`src/rtl/tdm_seq_pkg.sv`:
```
package tdm_seq_pkg;

    localparam int unsigned TDM_SLOTS        = 64;
    localparam int unsigned TDM_CYCLES       = 4;
    localparam int unsigned TDM_ROUTER_SLOTS = 8;
    localparam int unsigned TDM_DATA_W       = 24;

    typedef enum logic [1:0] {
        OWN_NONE   = 2'd0,
        OWN_ROUTER = 2'd1,
        OWN_DSP    = 2'd2
    } owner_kind_e;

    function automatic logic is_last_pos(input int unsigned slot, input int unsigned cyc,
                                         input int unsigned n_slots, input int unsigned n_cyc);
        return (slot == n_slots - 1) && (cyc == n_cyc - 1);
    endfunction

endpackage

```
`src/rtl/tdm_slot_counter.sv`:
```
module tdm_slot_counter #(
    parameter int unsigned N_SLOTS = 64,
    parameter int unsigned N_CYC   = 4,
    parameter int unsigned SLOT_W  = $clog2(N_SLOTS),
    parameter int unsigned CYC_W   = $clog2(N_CYC)
) (
    input  logic              clk,
    input  logic              rst,
    input  logic              frame_start_i,
    input  logic              tick_i,
    output logic [SLOT_W-1:0] slot_o,
    output logic [CYC_W-1:0]  cycle_o,
    output logic              active_o,
    output logic              frame_end_o
);
    import tdm_seq_pkg::*;

    localparam logic [CYC_W-1:0] CYC_LAST = CYC_W'(N_CYC - 1);

    logic at_last;
    assign at_last     = is_last_pos(int'(slot_o), int'(cycle_o), N_SLOTS, N_CYC);
    assign frame_end_o = active_o && tick_i && at_last;

    always_ff @(posedge clk) begin
        if (rst) begin
            slot_o   <= '0;
            cycle_o  <= '0;
            active_o <= 1'b0;
        end else if (frame_start_i) begin
            slot_o   <= '0;
            cycle_o  <= '0;
            active_o <= 1'b1;
        end else if (active_o && tick_i) begin
            if (at_last) begin
                active_o <= 1'b0;
            end else if (cycle_o == CYC_LAST) begin
                cycle_o <= '0;
                slot_o  <= slot_o + 1'b1;
            end else begin
                cycle_o <= cycle_o + 1'b1;
            end
        end
    end

endmodule

```
`src/rtl/tdm_owner_decode.sv`:
```
module tdm_owner_decode #(
    parameter int unsigned N_AGENTS  = 3,
    parameter int unsigned N_SLOTS   = 64,
    parameter int unsigned RTR_SLOTS = 8,
    parameter int unsigned SLOT_W    = $clog2(N_SLOTS),
    parameter logic [N_AGENTS*SLOT_W-1:0] AGENT_SLOTS = '0
) (
    input  logic [SLOT_W-1:0]        slot_i,
    output tdm_seq_pkg::owner_kind_e kind_o,
    output logic [N_AGENTS-1:0]      sel_o,
    output logic                     contested_o
);
    import tdm_seq_pkg::*;

    localparam logic [SLOT_W-1:0] RTR_LIM = SLOT_W'(RTR_SLOTS);

    logic                in_router;
    logic [N_AGENTS-1:0] hit;

    assign in_router = (slot_i < RTR_LIM);

    for (genvar i = 0; i < N_AGENTS; i++) begin : g_agent
        localparam logic [SLOT_W-1:0] MY_SLOT = AGENT_SLOTS[i*SLOT_W +: SLOT_W];
        assign hit[i] = !in_router && (slot_i == MY_SLOT);
        if (i == 0) begin : g_first
            assign sel_o[i] = hit[i];
        end else begin : g_rest
            assign sel_o[i] = hit[i] && !(|hit[i-1:0]);
        end
    end

    assign contested_o = ($countones(hit) > 1);

    always_comb begin
        if (in_router)   kind_o = OWN_ROUTER;
        else if (|hit)   kind_o = OWN_DSP;
        else             kind_o = OWN_NONE;
    end

endmodule

```
`src/rtl/tdm_bus_mux.sv`:
```
module tdm_bus_mux #(
    parameter int unsigned N_AGENTS = 3,
    parameter int unsigned DATA_W   = 24
) (
    input  logic                         active_i,
    input  logic                         tick_i,
    input  tdm_seq_pkg::owner_kind_e     kind_i,
    input  logic [N_AGENTS-1:0]          sel_i,
    input  logic                         rtr_valid_i,
    input  logic [DATA_W-1:0]            rtr_data_i,
    input  logic [N_AGENTS-1:0]          dsp_valid_i,
    input  logic [N_AGENTS*DATA_W-1:0]   dsp_data_i,
    output logic [N_AGENTS:0]            grant_o,
    output logic [DATA_W-1:0]            data_o,
    output logic                         strobe_o
);
    import tdm_seq_pkg::*;

    logic              dsp_ok;
    logic              word_ok;
    logic [DATA_W-1:0] dsp_word;
    logic [DATA_W-1:0] pick;

    always_comb begin
        dsp_word = '0;
        for (int i = 0; i < N_AGENTS; i++) begin
            if (sel_i[i]) dsp_word = dsp_word | dsp_data_i[i*DATA_W +: DATA_W];
        end
        dsp_ok  = |(sel_i & dsp_valid_i);
        word_ok = ((kind_i == OWN_ROUTER) && rtr_valid_i) || ((kind_i == OWN_DSP) && dsp_ok);
        pick    = (kind_i == OWN_ROUTER) ? rtr_data_i : dsp_word;

        grant_o = '0;
        if (active_i) begin
            grant_o[N_AGENTS] = (kind_i == OWN_ROUTER);
            if (kind_i == OWN_DSP) grant_o[N_AGENTS-1:0] = sel_i;
        end

        data_o   = (active_i && word_ok) ? pick : '0;
        strobe_o = active_i && word_ok && tick_i;
    end

endmodule

```
`src/rtl/tdm_slot_sequencer.sv`:
```
module tdm_slot_sequencer #(
    parameter int unsigned N_AGENTS  = 3,
    parameter int unsigned DATA_W    = tdm_seq_pkg::TDM_DATA_W,
    parameter int unsigned N_SLOTS   = tdm_seq_pkg::TDM_SLOTS,
    parameter int unsigned N_CYC     = tdm_seq_pkg::TDM_CYCLES,
    parameter int unsigned RTR_SLOTS = tdm_seq_pkg::TDM_ROUTER_SLOTS,
    parameter int unsigned SLOT_W    = $clog2(N_SLOTS),
    parameter int unsigned CYC_W     = $clog2(N_CYC),
    parameter logic [N_AGENTS*SLOT_W-1:0] AGENT_SLOTS = {6'd63, 6'd20, 6'd8}
) (
    input  logic                       clk,
    input  logic                       rst,
    input  logic                       frame_start_i,
    input  logic                       tick_i,
    input  logic                       rtr_valid_i,
    input  logic [DATA_W-1:0]          rtr_data_i,
    input  logic [N_AGENTS-1:0]        dsp_valid_i,
    input  logic [N_AGENTS*DATA_W-1:0] dsp_data_i,
    output logic [DATA_W-1:0]          bus_data_o,
    output logic                       bus_strobe_o,
    output logic [N_AGENTS:0]          grant_o,
    output logic [SLOT_W-1:0]          slot_o,
    output logic [CYC_W-1:0]           cycle_o,
    output logic                       frame_end_o,
    output logic                       conflict_o
);
    import tdm_seq_pkg::*;

    logic                active;
    logic                contested;
    owner_kind_e         kind;
    logic [N_AGENTS-1:0] sel;

    tdm_slot_counter #(
        .N_SLOTS(N_SLOTS), .N_CYC(N_CYC), .SLOT_W(SLOT_W), .CYC_W(CYC_W)
    ) u_cnt (
        .clk(clk), .rst(rst), .frame_start_i(frame_start_i), .tick_i(tick_i),
        .slot_o(slot_o), .cycle_o(cycle_o), .active_o(active), .frame_end_o(frame_end_o)
    );

    tdm_owner_decode #(
        .N_AGENTS(N_AGENTS), .N_SLOTS(N_SLOTS), .RTR_SLOTS(RTR_SLOTS),
        .SLOT_W(SLOT_W), .AGENT_SLOTS(AGENT_SLOTS)
    ) u_dec (
        .slot_i(slot_o), .kind_o(kind), .sel_o(sel), .contested_o(contested)
    );

    tdm_bus_mux #(
        .N_AGENTS(N_AGENTS), .DATA_W(DATA_W)
    ) u_mux (
        .active_i(active), .tick_i(tick_i), .kind_i(kind), .sel_i(sel),
        .rtr_valid_i(rtr_valid_i), .rtr_data_i(rtr_data_i),
        .dsp_valid_i(dsp_valid_i), .dsp_data_i(dsp_data_i),
        .grant_o(grant_o), .data_o(bus_data_o), .strobe_o(bus_strobe_o)
    );

    always_ff @(posedge clk) begin
        if (rst)                         conflict_o <= 1'b0;
        else if (active && contested)    conflict_o <= 1'b1;
    end

endmodule

```
`config.mk`:
```
export PLATFORM = sky130hd
export DESIGN_NAME = tdm_slot_sequencer
export DESIGN_NICKNAME = d
export VERILOG_FILES = /design/src/rtl/tdm_seq_pkg.sv /design/src/rtl/tdm_slot_counter.sv /design/src/rtl/tdm_owner_decode.sv /design/src/rtl/tdm_bus_mux.sv /design/src/rtl/tdm_slot_sequencer.sv
export SDC_FILE = /design/constraint.sdc
export NUM_CORES = 1
export LEC_CHECK = 0
export ABC_AREA = 0
export BUFFER_PORTS_ARGS = -buffer_cell sky130_fd_sc_hd__buf_2
export CAP_MARGIN = 20
export CORE_MARGIN = 2
export CORE_UTILIZATION = 38
export DETAILED_ROUTE_END_ITERATION = 16
export PLACE_DENSITY_LB_ADDON = 0.12
export SETUP_SLACK_MARGIN = 0.15
export SYNTH_ARGS = -nofsm -noshare
export SYNTH_HDL_FRONTEND = slang
export SYNTH_SLANG_ARGS = --single-unit
```
`constraint.sdc`:
```
create_clock -name clk -period 2.9 [get_ports clk]
set_input_delay 0.435 -clock clk [delete_from_list [all_inputs] [get_ports clk]]
set_output_delay 0.435 -clock clk [all_outputs]
set_load 0.01 [all_outputs]
```
=== Word level (Yosys, flattened, before mapping) ===
Cells that the tools add are included.

* Bits in writable memories: 0
* Bits of input ports: 104
* Flip-flop bits (word level): 10
* Bits in latches: 0
* Bits in read-only memories: 0
* Memories: 0

* $lt $le $gt $ge: 2
* Muxes and demuxes: 13
* Add/sub/neg operators: 4
* Reductions and logical operators: 26
* Equality and inequality tests: 6
* Bitwise logic cells: 4
* Shift operators: 0
* Multiply operators: 0
* Div/mod/pow operators: 0

{| class="wikitable"
|+ Operators with widths
! kind !! number
|-
| $mux 24 || 5
|-
| $or 24x24->24 || 2
|-
| $add 32x1->32 || 1
|-
| $gt 32x2->1 const B || 1
|-
| $logic_and 1x1->1 || 13
|-
| $add 6x1->6 const B || 1
|-
| $eq 6x4->1 const B || 1
|-
| $eq 6x5->1 const B || 1
|-
| $eq 6x6->1 const B || 1
|-
| $lt 6x4->1 const B || 1
|-
| $mux 2 || 3
|-
| $reduce_or 3->1 || 2
|-
| $eq 2x2->1 const B || 2
|-
| $mux 4 || 1
|-
| $reduce_and 2->1 || 2
|-
| $reduce_bool 2->1 || 2
|-
| $reduce_or 2->1 || 2
|-
| $and 3x3->3 || 1
|-
| $logic_not 1->1 || 3
|-
| $mux 1 || 3
|-
| $mux 3 || 1
|-
| $reduce_and 3->1 || 1
|-
| $add 1x1->2 || 1
|-
| $add 2x1->2 const B || 1
|-
| other kinds (3) || 3
|}

=== Logic depth before layout (Yosys ltp) ===
Gate-level depths: netlist of the first run.

* Depth after elaboration: 12
* Depth in mapped cells: 12
* Gate-level depth less buffers: 9

=== By module ===
From an unflattened synthesis of the first run, not the netlist that was laid out.

* Cell total of the unflattened synthesis: 167
* Area total of the unflattened synthesis: 1378.8 um2

{| class="wikitable"
|+ By module, submodules not included
! module !! area an instance (um2) !! seq. area each (um2) !! times used !! cells each
|-
| tdm_bus_mux || 812.0 || 0.0 || 1 || 101
|-
| tdm_slot_counter || 455.4 || 180.2 || 1 || 51
|-
| tdm_owner_decode || 82.6 || 0.0 || 1 || 12
|-
| tdm_slot_sequencer || 28.8 || 20.0 || 1 || 3
|}

=== Least setup slack after synthesis of the first run ===
Ideal clock, no wire load.

* Kind: register to output
* Start point: reg u_cnt.slot_o[0]
* End point: out bus_strobe_o
* Data required time: 2465 ps
* Slack: -244 ps
* Cell stages (with the launch flop): 12
* Arrival: 2709 ps
* Path buffers: 2
* Path through: dfxtp_1 inv_1 ha_1 clkbuf_1 or3b_1 or2_1 inv_2 ha_1 clkbuf_1 a32o_2 o221ai_4 a2111oi_2

* Longest elaborated chain between the ends: 12

{| class="wikitable"
|+ RTL lines
! element !! line !! text
|-
| start: declaration || tdm_slot_counter.sv:11 || <nowiki>output logic [SLOT_W-1:0] slot_o,</nowiki>
|-
| start signal: assignment || tdm_slot_counter.sv:38 || <nowiki>slot_o <= slot_o + 1'b1;</nowiki>
|-
| $lt 6x4->1 || tdm_owner_decode.sv:20 || <nowiki>assign in_router = (slot_i < RTR_LIM);</nowiki>
|-
| $logic_not 1->1 || tdm_owner_decode.sv:24 || <nowiki>assign hit[i] = !in_router && (slot_i == MY_SLOT);</nowiki>
|-
| $logic_and 1x1->1 || tdm_owner_decode.sv:24 ||
|-
| $reduce_or 2->1 || tdm_owner_decode.sv:28 || <nowiki>assign sel_o[i] = hit[i] && !(|hit[i-1:0]);</nowiki>
|-
| $logic_not 1->1 || tdm_owner_decode.sv:28 ||
|-
| $logic_and 1x1->1 || tdm_owner_decode.sv:28 ||
|-
| $and 3x3->3 || tdm_bus_mux.sv:29 || <nowiki>dsp_ok = |(sel_i & dsp_valid_i);</nowiki>
|-
| $reduce_or 3->1 || tdm_bus_mux.sv:29 ||
|-
| $logic_and 1x1->1 || tdm_bus_mux.sv:30 || <nowiki>word_ok = ((kind_i == OWN_ROUTER) && rtr_valid_i) || ((kind_i == OWN_DSP) && dsp_ok);</nowiki>
|-
| $logic_or 1x1->1 (*) || tdm_bus_mux.sv:30 ||
|-
| $logic_and 1x1->1 (*) (2 in a row) || tdm_bus_mux.sv:40 || <nowiki>strobe_o = active_i && word_ok && tick_i;</nowiki>
|-
| end: declaration || tdm_slot_sequencer.sv:20 || <nowiki>output logic bus_strobe_o,</nowiki>
|}

Mark *: on every way between the ends. The rest lies on a longest branch, timed or not.

=== Final worst setup path of the first run ===
* Start point: reg u_cnt.slot_o[0]
* End point: out bus_data_o[22]

* Longest elaborated chain between the ends: 12

{| class="wikitable"
|+ RTL lines
! element !! line !! text
|-
| $lt 6x4->1 || tdm_owner_decode.sv:20 ||
|-
| $logic_not 1->1 || tdm_owner_decode.sv:24 ||
|-
| $logic_and 1x1->1 || tdm_owner_decode.sv:24 ||
|-
| $reduce_or 2->1 || tdm_owner_decode.sv:28 ||
|-
| $logic_not 1->1 || tdm_owner_decode.sv:28 ||
|-
| $logic_and 1x1->1 || tdm_owner_decode.sv:28 ||
|-
| $and 3x3->3 || tdm_bus_mux.sv:29 ||
|-
| $reduce_or 3->1 || tdm_bus_mux.sv:29 ||
|-
| $logic_and 1x1->1 || tdm_bus_mux.sv:30 ||
|-
| $logic_or 1x1->1 || tdm_bus_mux.sv:30 ||
|-
| $logic_and 1x1->1 || tdm_bus_mux.sv:39 || <nowiki>data_o = (active_i && word_ok) ? pick : '0;</nowiki>
|-
| $mux 24 (*) || tdm_bus_mux.sv:39 ||
|-
| end: declaration || tdm_slot_sequencer.sv:19 || <nowiki>output logic [DATA_W-1:0] bus_data_o,</nowiki>
|}

Marks and branches as above.

==> results.py, run 1 <==
metrics = {
    "floorplanning": {
        "die-height_um": 76.5,
        "die_area_um2": 5850,
        "coreArea_um2": 5070,
        "initial_core_util": 0.393,
        "rows": 26,
        "ioPinCount": 143,
        "die_x_um": 76.5,
    },
    "synthesis": {
        "synthSimpleGateAreaFrac": 0.265,
        "yosysTopAreaCell": "a21oi_1",
        "synth_area_leaders": "a21oi_1, a211oi_2, a31o_2",
        "synth_flop_cell": "dfxtp_1",
        "synthMuxAreaShare": 0.00502,
        "syn-num-nets": 383,
        "synth-xor-area-share": 0.0219,
        "synthesis.area_um2": 2000,
        "syn_inst": 273,
        "synth-edff-count": 0,
        "netlist.area_leader.share": 0.133,
        "synth_seq_cells": 10,
        "synth_area_per_cell_um2": 7.31,
        "yosysSeqAreaShare": 0.100,
        "yosysMostFrequentCell": "a21oi_1",
        "synth_fa_ha_area_frac": 0.0376,
        "yosysWarnings": 0,
        "synth_cell_types": 44,
        "synthArstFlopShare": 0,
        "synth_top_family_by_area": "compound AO/OA/AOI/OAI gates",
        "synthTopCellsByCount": "a21oi_1, nand3_1, a31o_2, nand4_1, a211oi_2",
        "synth-compound-area-share": 0.450,
    },
    "timing": {
        "hold_viol": 0,
        "fin_crit_sh": 1.04,
        "worst_pin_slew_ns": 0.471,
        "clock_skew_ns": 0.00690,
        "fmax_ghz": 0.333,
        "setup_tns_ns": -1.88,
        "post-route-min-period_ns": 3.01,
        "slew_headroom": 0.686,
        "rsz0062_at_grt": "yes",
        "worst_slack_ns": -0.107,
        "slew_viol_final": 0,
        "setup_viol": 25,
    },
    "setup_path": {
        "reg2reg_setup_slack_ns": 0.85,
        "start_kind": "flip-flop",
        "path_max_fanout": 8,
        "end_kind": "primary output",
        "path_class": "reg -> out",
        "reg2reg_depth": 10,
        "r2r-end": "conflict_o",
        "r2r_start": "u_cnt.slot_o[0]",
        "crit_required_ns": 2.47,
        "critPathArrivalTime_ns": 2.57,
    },
    "placed_design": {
        "placed_cell_area_um2": 3070,
        "dp_hpwl_um": 5950,
        "place_ws_ns": 0.0686,
        "gp_congestion": 0.889,
        "io_buffer_count": 142,
    },
    "detailed_routing": {
        "routedWlPerCell_um": 16.7,
        "post-route-drc-count": 0,
        "drt-initial-drc-count": 247,
        "dr.pass1.iters": 5,
        "via_count": 2812,
        "finalWirelength_um": 8090,
        "ant_nets": 0,
        "viasPerCell": 5.79,
    },
    "clock_network": {
        "cts_buffers": 3,
        "root_buffer": "clkbuf_8",
        "htreeDepth": 1,
        "cts_num_sinks": 10,
        "clock_latency_ns": 0.24,
        "cts_hold_buf": 0,
        "clkTransAtPathRegs_ns": 0.05,
        "tritoncts": "done",
        "cts.path.max_buffers": 2,
    },
    "outcome": {
        "outcome": "finished with violations",
        "violations": "negative setup slack",
    },
    "cells_and_area": {
        "syn2layout_area_growth_pct": 62.4,
        "final_util": 0.639,
        "drive_above_1_share": 0.603,
        "nNetsFinal": 527,
        "n_antenna_cell": 0,
        "nFillCells": 479,
        "stdcell_area_um2": 3240,
    },
    "grt": {
        "grt-ovfl-total": 0,
        "grt_max_degree": 28,
        "grt_pass1_vias": 2720,
        "grt_pass1_wl_um": 13000,
        "antenna_found_initial": 0,
        "grtUsageTotal": 0.262,
    },
    "min_path": {
        "holdPathEnd": "u_cnt.active_o",
        "hp-class": "in -> reg",
        "hold_depth": 2,
        "hold_start": "rst",
    },
    "power_and_ir_drop": {
        "power.density_nw_per_um2": 153,
        "vdd_drop_max_mv": 0.243,
        "p_leak_nw": 1.37,
    },
    "run": {
        "drv_cap": 0,
    },
}
[state kept, by name, indices dropped and copies added, names as in the netlist]
| name | flops |
|---|---|
| u_cnt.slot_o | 6 |
| u_cnt.cycle_o | 2 |
| conflict_o | 1 |
| u_cnt.active_o | 1 |
[critical path: stages, from the launching register on]
cell	delay, ns
dfxtp_4	0.35
inv_4	0.06
ha_4	0.12
or3b_4	0.38
or2_4	0.26
inv_4	0.06
ha_4	0.14
a32o_2	0.16
o221ai_4	0.11
buf_12	0.17
buf_12	0.15
a211oi_4	0.21
buf_2	0.17
[layout make-up]
cell class | count | area, µm² | area share
Sequential cell | 10 | 206 | 0.0637
Multi-Input combinational cell | 218 | 1780 | 0.549
Clock buffer | 4 | 45.0 | 0.0139
Timing Repair Buffer | 177 | 1090 | 0.337
Inverter | 7 | 31.3 | 0.00965
Tap cell | 70 | 87.6 | 0.0270
[cells in the final DEF, fill, tap and decap left out, drive strengths merged, types with 2 or more instances in the layout]
cell type	synthesis	routed
dfxtp	10	10
o2111ai	2	2
clkbuf	15	4
ha	6	6
nand2	6	6
o21ai	3	3
a21oi	53	53
nor2	12	12
inv	7	7
nand4	24	24
a211oi	24	24
buf	23	177
nor3	3	3
xor2	4	4
nand3	30	30
nor2b	2	2
or2	2	2
and2	3	3
and3	6	6
a31o	24	24
[worst max-delay path by stage]
stage                    startpoint             end
CTS                 u_cnt.slot_o[0]   bus_data_o[9]
global placement    u_cnt.slot_o[0]    bus_strobe_o
detailed placement  u_cnt.slot_o[0]   bus_data_o[8]
finish              u_cnt.slot_o[0]  bus_data_o[22]
floorplan           u_cnt.slot_o[1]  bus_data_o[10]
global route        u_cnt.slot_o[0]   bus_data_o[9]
[kinds of logic after synthesis]
| family | Yosys count |
|---|---|
| adders and majority gates | 6 |
| DFF | 10 |
| xor gates and xnor gates | 5 |
| and+or+nand+nor | 92 |
| muxes | 1 |
| AOI/OAI and AO/OA | 114 |
| buffers and inverters | 45 |
[repair_timing]
| item | in CTS | in global routing |
|---|---|---|
| buffers inserted | 6 | 2 |
| gates resized for setup | 7 | 7 |
| endpoints found under the setup margin | 25 | 26 |
| endpoints found under the hold margin | 0 | 0 |
| pin swaps | 3 | 2 |
[stage by stage]
stage / hold slack [ns] / std cells / total power, mW
2_1_floorplan: 0.486 / 273 / 0.241
3_3_place_gp: 0.462 / 474 / 0.335
3_5_place_dp: 0.469 / 474 / 0.336
4_1_cts: 0.377 / 484 / 0.496
5_1_grt: 0.387 / 486 / 0.522
6_report: 0.384 / 486 / 0.495
[power by group]
group / total (mW) / leakage [nW] / internal (mW) / switching [mW]
registers: 0.139 / 0.0828 / 0.138 / 0.00106
logic: 0.206 / 1.26 / 0.108 / 0.0975
clock network: 0.150 / 0.0228 / 0.0961 / 0.0535
total: 0.495 / 1.37 / 0.343 / 0.152
[routing by layer]
layer | wire length [µm] | vias up | GRT usage
met5 | 0 | - | 0
li1 | - | 1327 | -
met1 | 3150 | 1307 | 0.322
met3 | 583 | 25 | 0.0237
met4 | 204 | 0 | 0.0909
met2 | 4160 | 153 | 0.477
Note: power is estimated with default switching activity, not from simulation.
==> inputs of run 2 (changes only) <==
==> constraint.sdc (replaced) <==
create_clock -name clk -period 2.9 [get_ports clk]
set_input_delay 0.29 -clock clk [delete_from_list [all_inputs] [get_ports clk]]
set_output_delay 0.29 -clock clk [all_outputs]
set_load 0.01 [all_outputs]
==> results.py, run 2 (synthesis gave the netlist of run 1 again) <==
metrics = {
    "detailed_routing": {
        "drt-initial-drc-count": 163,
        "finalWirelength_um": 8200,
        "post-route-drc-count": 0,
        "dr.pass1.iters": 4,
        "viasPerCell": 5.80,
        "via_count": 2819,
        "ant_nets": 0,
        "routedWlPerCell_um": 16.9,
    },
    "setup_path": {
        "start_kind": "flip-flop",
        "r2r_start": "u_cnt.slot_o[0]",
        "path_delay_family": "buffers and inverters",
        "path_class": "reg -> out",
        "r2r-end": "conflict_o",
        "path_max_fanout": 5,
        "crit_buf_inv": 6,
        "end_kind": "primary output",
        "critPathArrivalTime_ns": 2.68,
        "reg2reg_depth": 10,
        "slowest_stage": "or3b_1",
        "slowest_delay_ns": 0.37,
        "cp_cell_sequence": "inv_2 -> ha_4 -> or3b_1 -> or2_1 -> inv_2 -> ha_4 -> a32o_2 -> buf_6 -> o221ai_4 -> buf_6 -> buf_16 -> a211oi_4 -> buf_2",
        "crit_required_ns": 2.61,
        "reg2reg_setup_slack_ns": 0.81,
    },
    "run": {
        "drv_cap": 0,
    },
    "placed_design": {
        "gp_congestion": 0.832,
        "io_buffer_count": 142,
        "placed_cell_area_um2": 2910,
        "dp_hpwl_um": 5680,
        "place_inst": 466,
        "place_ws_ns": 0.0619,
    },
    "timing": {
        "post-route-min-period_ns": 2.97,
        "fmax_ghz": 0.337,
        "fin_crit_sh": 1.02,
        "hold_viol": 0,
        "holdWs_ns": 0.236,
        "setup_tns_ns": -1.28,
        "setup_viol": 25,
        "worst_pin_slew_ns": 0.469,
        "worst_slack_ns": -0.0689,
        "slew_viol_final": 0,
        "rsz0062_at_grt": "yes",
        "slew_headroom": 0.687,
        "clock_skew_ns": 0.00514,
    },
    "cells_and_area": {
        "largest_reg_flops": 6,
        "nNetsFinal": 528,
        "stdcell_area_um2": 3290,
        "top_regs": "u_cnt.slot_o: 6 flops, u_cnt.cycle_o: 2 flops",
        "final_common_cell": "buf_2",
        "n_antenna_cell": 0,
        "stdcell_count": 486,
        "final_cell_mix": "buf_2, a21oi_1, nand3_1",
        "syn2layout_area_growth_pct": 64.7,
        "regMostFlops": "u_cnt.slot_o",
        "drive_above_1_share": 0.599,
        "final_util": 0.648,
    },
    "power_and_ir_drop": {
        "p_leak_nw": 1.39,
        "clkPwrFrac": 0.280,
        "power.density_nw_per_um2": 155,
        "seq_power_share": 0.279,
        "p_sw_mw": 0.157,
        "vdd_drop_max_mv": 0.248,
        "power_mw": 0.511,
        "internal_power_mw": 0.354,
        "power_frac_comb": 0.441,
        "swShare": 0.307,
    },
    "clock_network": {
        "htreeDepth": 1,
        "root_buffer": "clkbuf_8",
        "cts_hold_buf": 0,
        "cts_num_sinks": 10,
        "cts_buffers": 3,
        "cts.path.max_buffers": 2,
        "tritoncts": "done",
        "clkTransAtPathRegs_ns": 0.05,
        "clock_latency_ns": 0.24,
    },
    "floorplanning": {
        "ioPinCount": 143,
        "die-height_um": 76.5,
        "die_x_um": 76.5,
        "rows": 26,
        "die_area_um2": 5850,
        "coreArea_um2": 5070,
        "initial_core_util": 0.393,
    },
    "grt": {
        "grtUsageTotal": 0.274,
        "grt_max_degree": 29,
        "grt-ovfl-total": 0,
        "grt_pass1_vias": 2680,
        "antenna_found_initial": 0,
        "grt_pass1_wl_um": 13300,
    },
    "min_path": {
        "hold_depth": 2,
        "holdPathEnd": "u_cnt.active_o",
        "hp-class": "in -> reg",
        "hold_start": "rst",
    },
    "outcome": {
        "outcome": "finished with violations",
        "violations": "negative setup slack",
    },
}
-- run 2: power by group through the flow --
stage                     Combinational, mW  Clock [mW]  Sequential (mW)
after floorplan                      0.0994           0            0.143
after global placement                0.181           0            0.145
after detailed placement              0.181           0            0.145
after CTS                             0.223       0.146            0.143
after global routing                  0.240       0.151            0.143
final                                 0.225       0.143            0.143
-- run 2: how the worst max path moves through the flow --
stage | slack [ns] | to | depth (start not counted) | start
floorplan | 0.15 | bus_data_o[10] | 12 | u_cnt.slot_o[0]
global placement | 0.13 | bus_data_o[1] | 11 | u_cnt.slot_o[0]
detailed placement | 0.06 | bus_data_o[23] | 11 | u_cnt.slot_o[0]
CTS | -0.04 | bus_data_o[19] | 13 | u_cnt.slot_o[0]
global route | -0.17 | bus_data_o[18] | 13 | u_cnt.slot_o[0]
finish | -0.07 | bus_data_o[17] | 13 | u_cnt.slot_o[0]
-- run 2: final cells by class --
| class | instances | area (µm²) |
|---|---|---|
| fill | 477 | 1790 |
| multi-input combinational | 218 | 1780 |
| timing repair buffer | 178 | 1150 |
| sequential | 10 | 203 |
| tap | 70 | 87.6 |
| clock buffer | 3 | 41.3 |
| inverter | 7 | 26.3 |
-- run 2: worst register-to-register path: stages, from the launching register on --
cell and delay, ns:
dfxtp_2 0.32, inv_2 0.08, ha_4 0.14, or3b_1 0.37
or2_1 0.26, inv_2 0.09, buf_4 0.11, ha_1 0.21
a41o_1 0.23, a21oi_1 0.14, nor2_1 0.05
-- run 2: layer usage --
metal | vias up | wire (µm) | GRT usage
met4 | 0 | 93 | 0.0545
met2 | 166 | 4010 | 0.478
met1 | 1308 | 3420 | 0.360
met5 | - | 0 | 0
li1 | 1332 | - | -
met3 | 13 | 677 | 0.0367
-- run 2: what timing repair did --
action,in CTS,in global routing
gates cloned,5,0
gates resized for setup,28,2
pin swaps,11,2
endpoints found under the hold margin,0,0
endpoints found under the setup margin,25,25
setup buffers,11,1
==> inputs of run 3 (changes only) <==
- CELL_PAD_IN_SITES_DETAIL_PLACEMENT: unset -> 0
- CELL_PAD_IN_SITES_GLOBAL_PLACEMENT: unset -> 1
- CORE_UTILIZATION: 38 -> 25
- CTS_CLUSTER_SIZE: unset -> 8
==> results.py, run 3 (synthesis gave the netlist of run 1 again) <==
metrics = {
    "cells_and_area": {
        "largest_reg_flops": 6,
        "n_antenna_cell": 0,
        "drive_above_1_share": 0.604,
        "nNetsFinal": 524,
        "multi_input_area_um2": 1780,
        "regArea_um2": 204,
        "final_common_cell": "buf_2",
        "syn2layout_area_growth_pct": 63.9,
        "regMostFlops": "u_cnt.slot_o",
        "final_cell_mix": "buf_2, a21oi_1, nand3_1",
        "top_regs": "u_cnt.slot_o: 6 flops, u_cnt.cycle_o: 2 flops",
        "nFillCells": 820,
    },
    "detailed_routing": {
        "ant_nets": 0,
        "via_count": 2713,
        "routedWlPerCell_um": 17.8,
        "drt-initial-drc-count": 110,
        "dr.pass1.iters": 4,
        "post-route-drc-count": 0,
        "finalWirelength_um": 9130,
        "viasPerCell": 5.28,
    },
    "power_and_ir_drop": {
        "seq_power_share": 0.285,
        "clkPwrFrac": 0.295,
        "vdd_drop_max_mv": 0.210,
        "power_frac_comb": 0.419,
        "power_mw": 0.500,
        "power.density_nw_per_um2": 153,
        "p_sw_mw": 0.158,
        "internal_power_mw": 0.342,
        "swShare": 0.315,
        "p_leak_nw": 1.36,
    },
    "grt": {
        "grt_pass1_wl_um": 13700,
        "grtUsageTotal": 0.195,
        "grt_max_degree": 28,
        "antenna_found_initial": 0,
        "grt-ovfl-total": 0,
        "grt_pass1_vias": 2685,
    },
    "floorplanning": {
        "die_area_um2": 8710,
        "rows": 32,
        "initial_core_util": 0.258,
        "coreArea_um2": 7730,
        "die_x_um": 93.3,
        "ioPinCount": 143,
        "die-height_um": 93.3,
    },
    "setup_path": {
        "crit_start": "u_cnt.slot_o[0]",
        "slowest_stage": "or3b_4",
        "crit_buf_inv": 6,
        "r2r_start": "u_cnt.slot_o[0]",
        "critPathArrivalTime_ns": 2.57,
        "path_delay_family": "buffers and inverters",
        "cp_cell_sequence": "inv_2 -> ha_4 -> or3b_4 -> or2_4 -> inv_4 -> ha_4 -> a32o_2 -> buf_6 -> o31ai_4 -> buf_6 -> buf_12 -> a211oi_4 -> buf_2",
        "slowest_delay_ns": 0.37,
        "crit_required_ns": 2.61,
        "end_kind": "primary output",
        "path_max_fanout": 6,
        "path_class": "reg -> out",
        "reg2reg_setup_slack_ns": 0.83,
        "start_kind": "flip-flop",
    },
    "timing": {
        "setup_tns_ns": 0,
        "clock_skew_ns": 0.00136,
        "worst_pin_slew_ns": 0.550,
        "fin_crit_sh": 0.988,
        "post-route-min-period_ns": 2.86,
        "fmax_ghz": 0.349,
        "rsz0062_at_grt": "yes",
        "slew_headroom": 0.633,
        "setup_viol": 0,
        "slew_viol_final": 0,
        "hold_viol": 0,
    },
    "clock_network": {
        "clkTransAtPathRegs_ns": 0.05,
        "cts_hold_buf": 0,
        "htreeDepth": 1,
        "cts.path.max_buffers": 2,
        "clock_latency_ns": 0.24,
        "root_buffer": "clkbuf_8",
        "cts_num_sinks": 10,
        "cts_buffers": 3,
        "tritoncts": "done",
    },
    "min_path": {
        "hp-class": "in -> reg",
        "hold_start": "rst",
    },
    "outcome": {
        "outcome": "completed",
    },
    "placed_design": {
        "io_buffer_count": 142,
        "gp_congestion": 0.779,
        "dp_hpwl_um": 6560,
    },
    "run": {
        "drv_cap": 0,
    },
}
[run 3: changes by cell type in the layout (fill, tap and decap cells not counted), sizes merged]
cell    before  now
buf        178  172
clkbuf       3    5
[run 3: layer usage]
metal | GRT usage | share of wire | vias to the layer above
met5 | 0 | 0 | -
met4 | 0.0343 | 0.0053 | 0
met3 | 0.0266 | 0.072 | 6
met2 | 0.347 | 0.49 | 119
met1 | 0.254 | 0.43 | 1271
li1 | - | - | 1317
[run 3: layout make-up]
type | instances | share of cell area
timing repair buffer | 174 | 0.333
sequential | 10 | 0.0624
multi-input combinational | 218 | 0.544
clock buffer | 3 | 0.0126
tap | 102 | 0.0390
inverter | 7 | 0.00880
[run 3: stage by stage]
step | setup WS, ns | hold slack (ns) | instance area [µm²] | util | cells
after detailed placement | 0.0791 | 0.460 | 3000 | 0.388 | 501
after floorplan | 0.154 | 0.359 | 2200 | - | 273
after global placement | 0.154 | 0.456 | 3000 | 0.388 | 501
after CTS | 0.00521 | 0.223 | 3160 | 0.409 | 511
after global routing | -0.0520 | 0.246 | 3270 | 0.423 | 514
final | 0.0362 | 0.228 | 3270 | 0.423 | 514
[run 3: path summary, 6_finish.rpt]
check	endpoint	depth (start not counted)
max	bus_data_o[5]	13
min	u_cnt.active_o	2
max reg2reg	conflict_o	10
min reg2reg	conflict_o	2
[run 3: power by group through the flow]
stage | Sequential (mW) | Combinational (mW) | Clock (mW)
floorplan | 0.143 | 0.0994 | 0
global placement | 0.145 | 0.185 | 0
detailed placement | 0.145 | 0.185 | 0
CTS | 0.143 | 0.194 | 0.153
global route | 0.143 | 0.226 | 0.157
finish | 0.143 | 0.210 | 0.148
[run 3: timing repair]
item / CTS / global route
cloned: 0 / 2
hold endpoints to repair: 0 / 0
buffers inserted: 7 / 1
endpoints found under the setup margin: 25 / 25
resized for setup: 18 / 12
pin swaps: 8 / 28
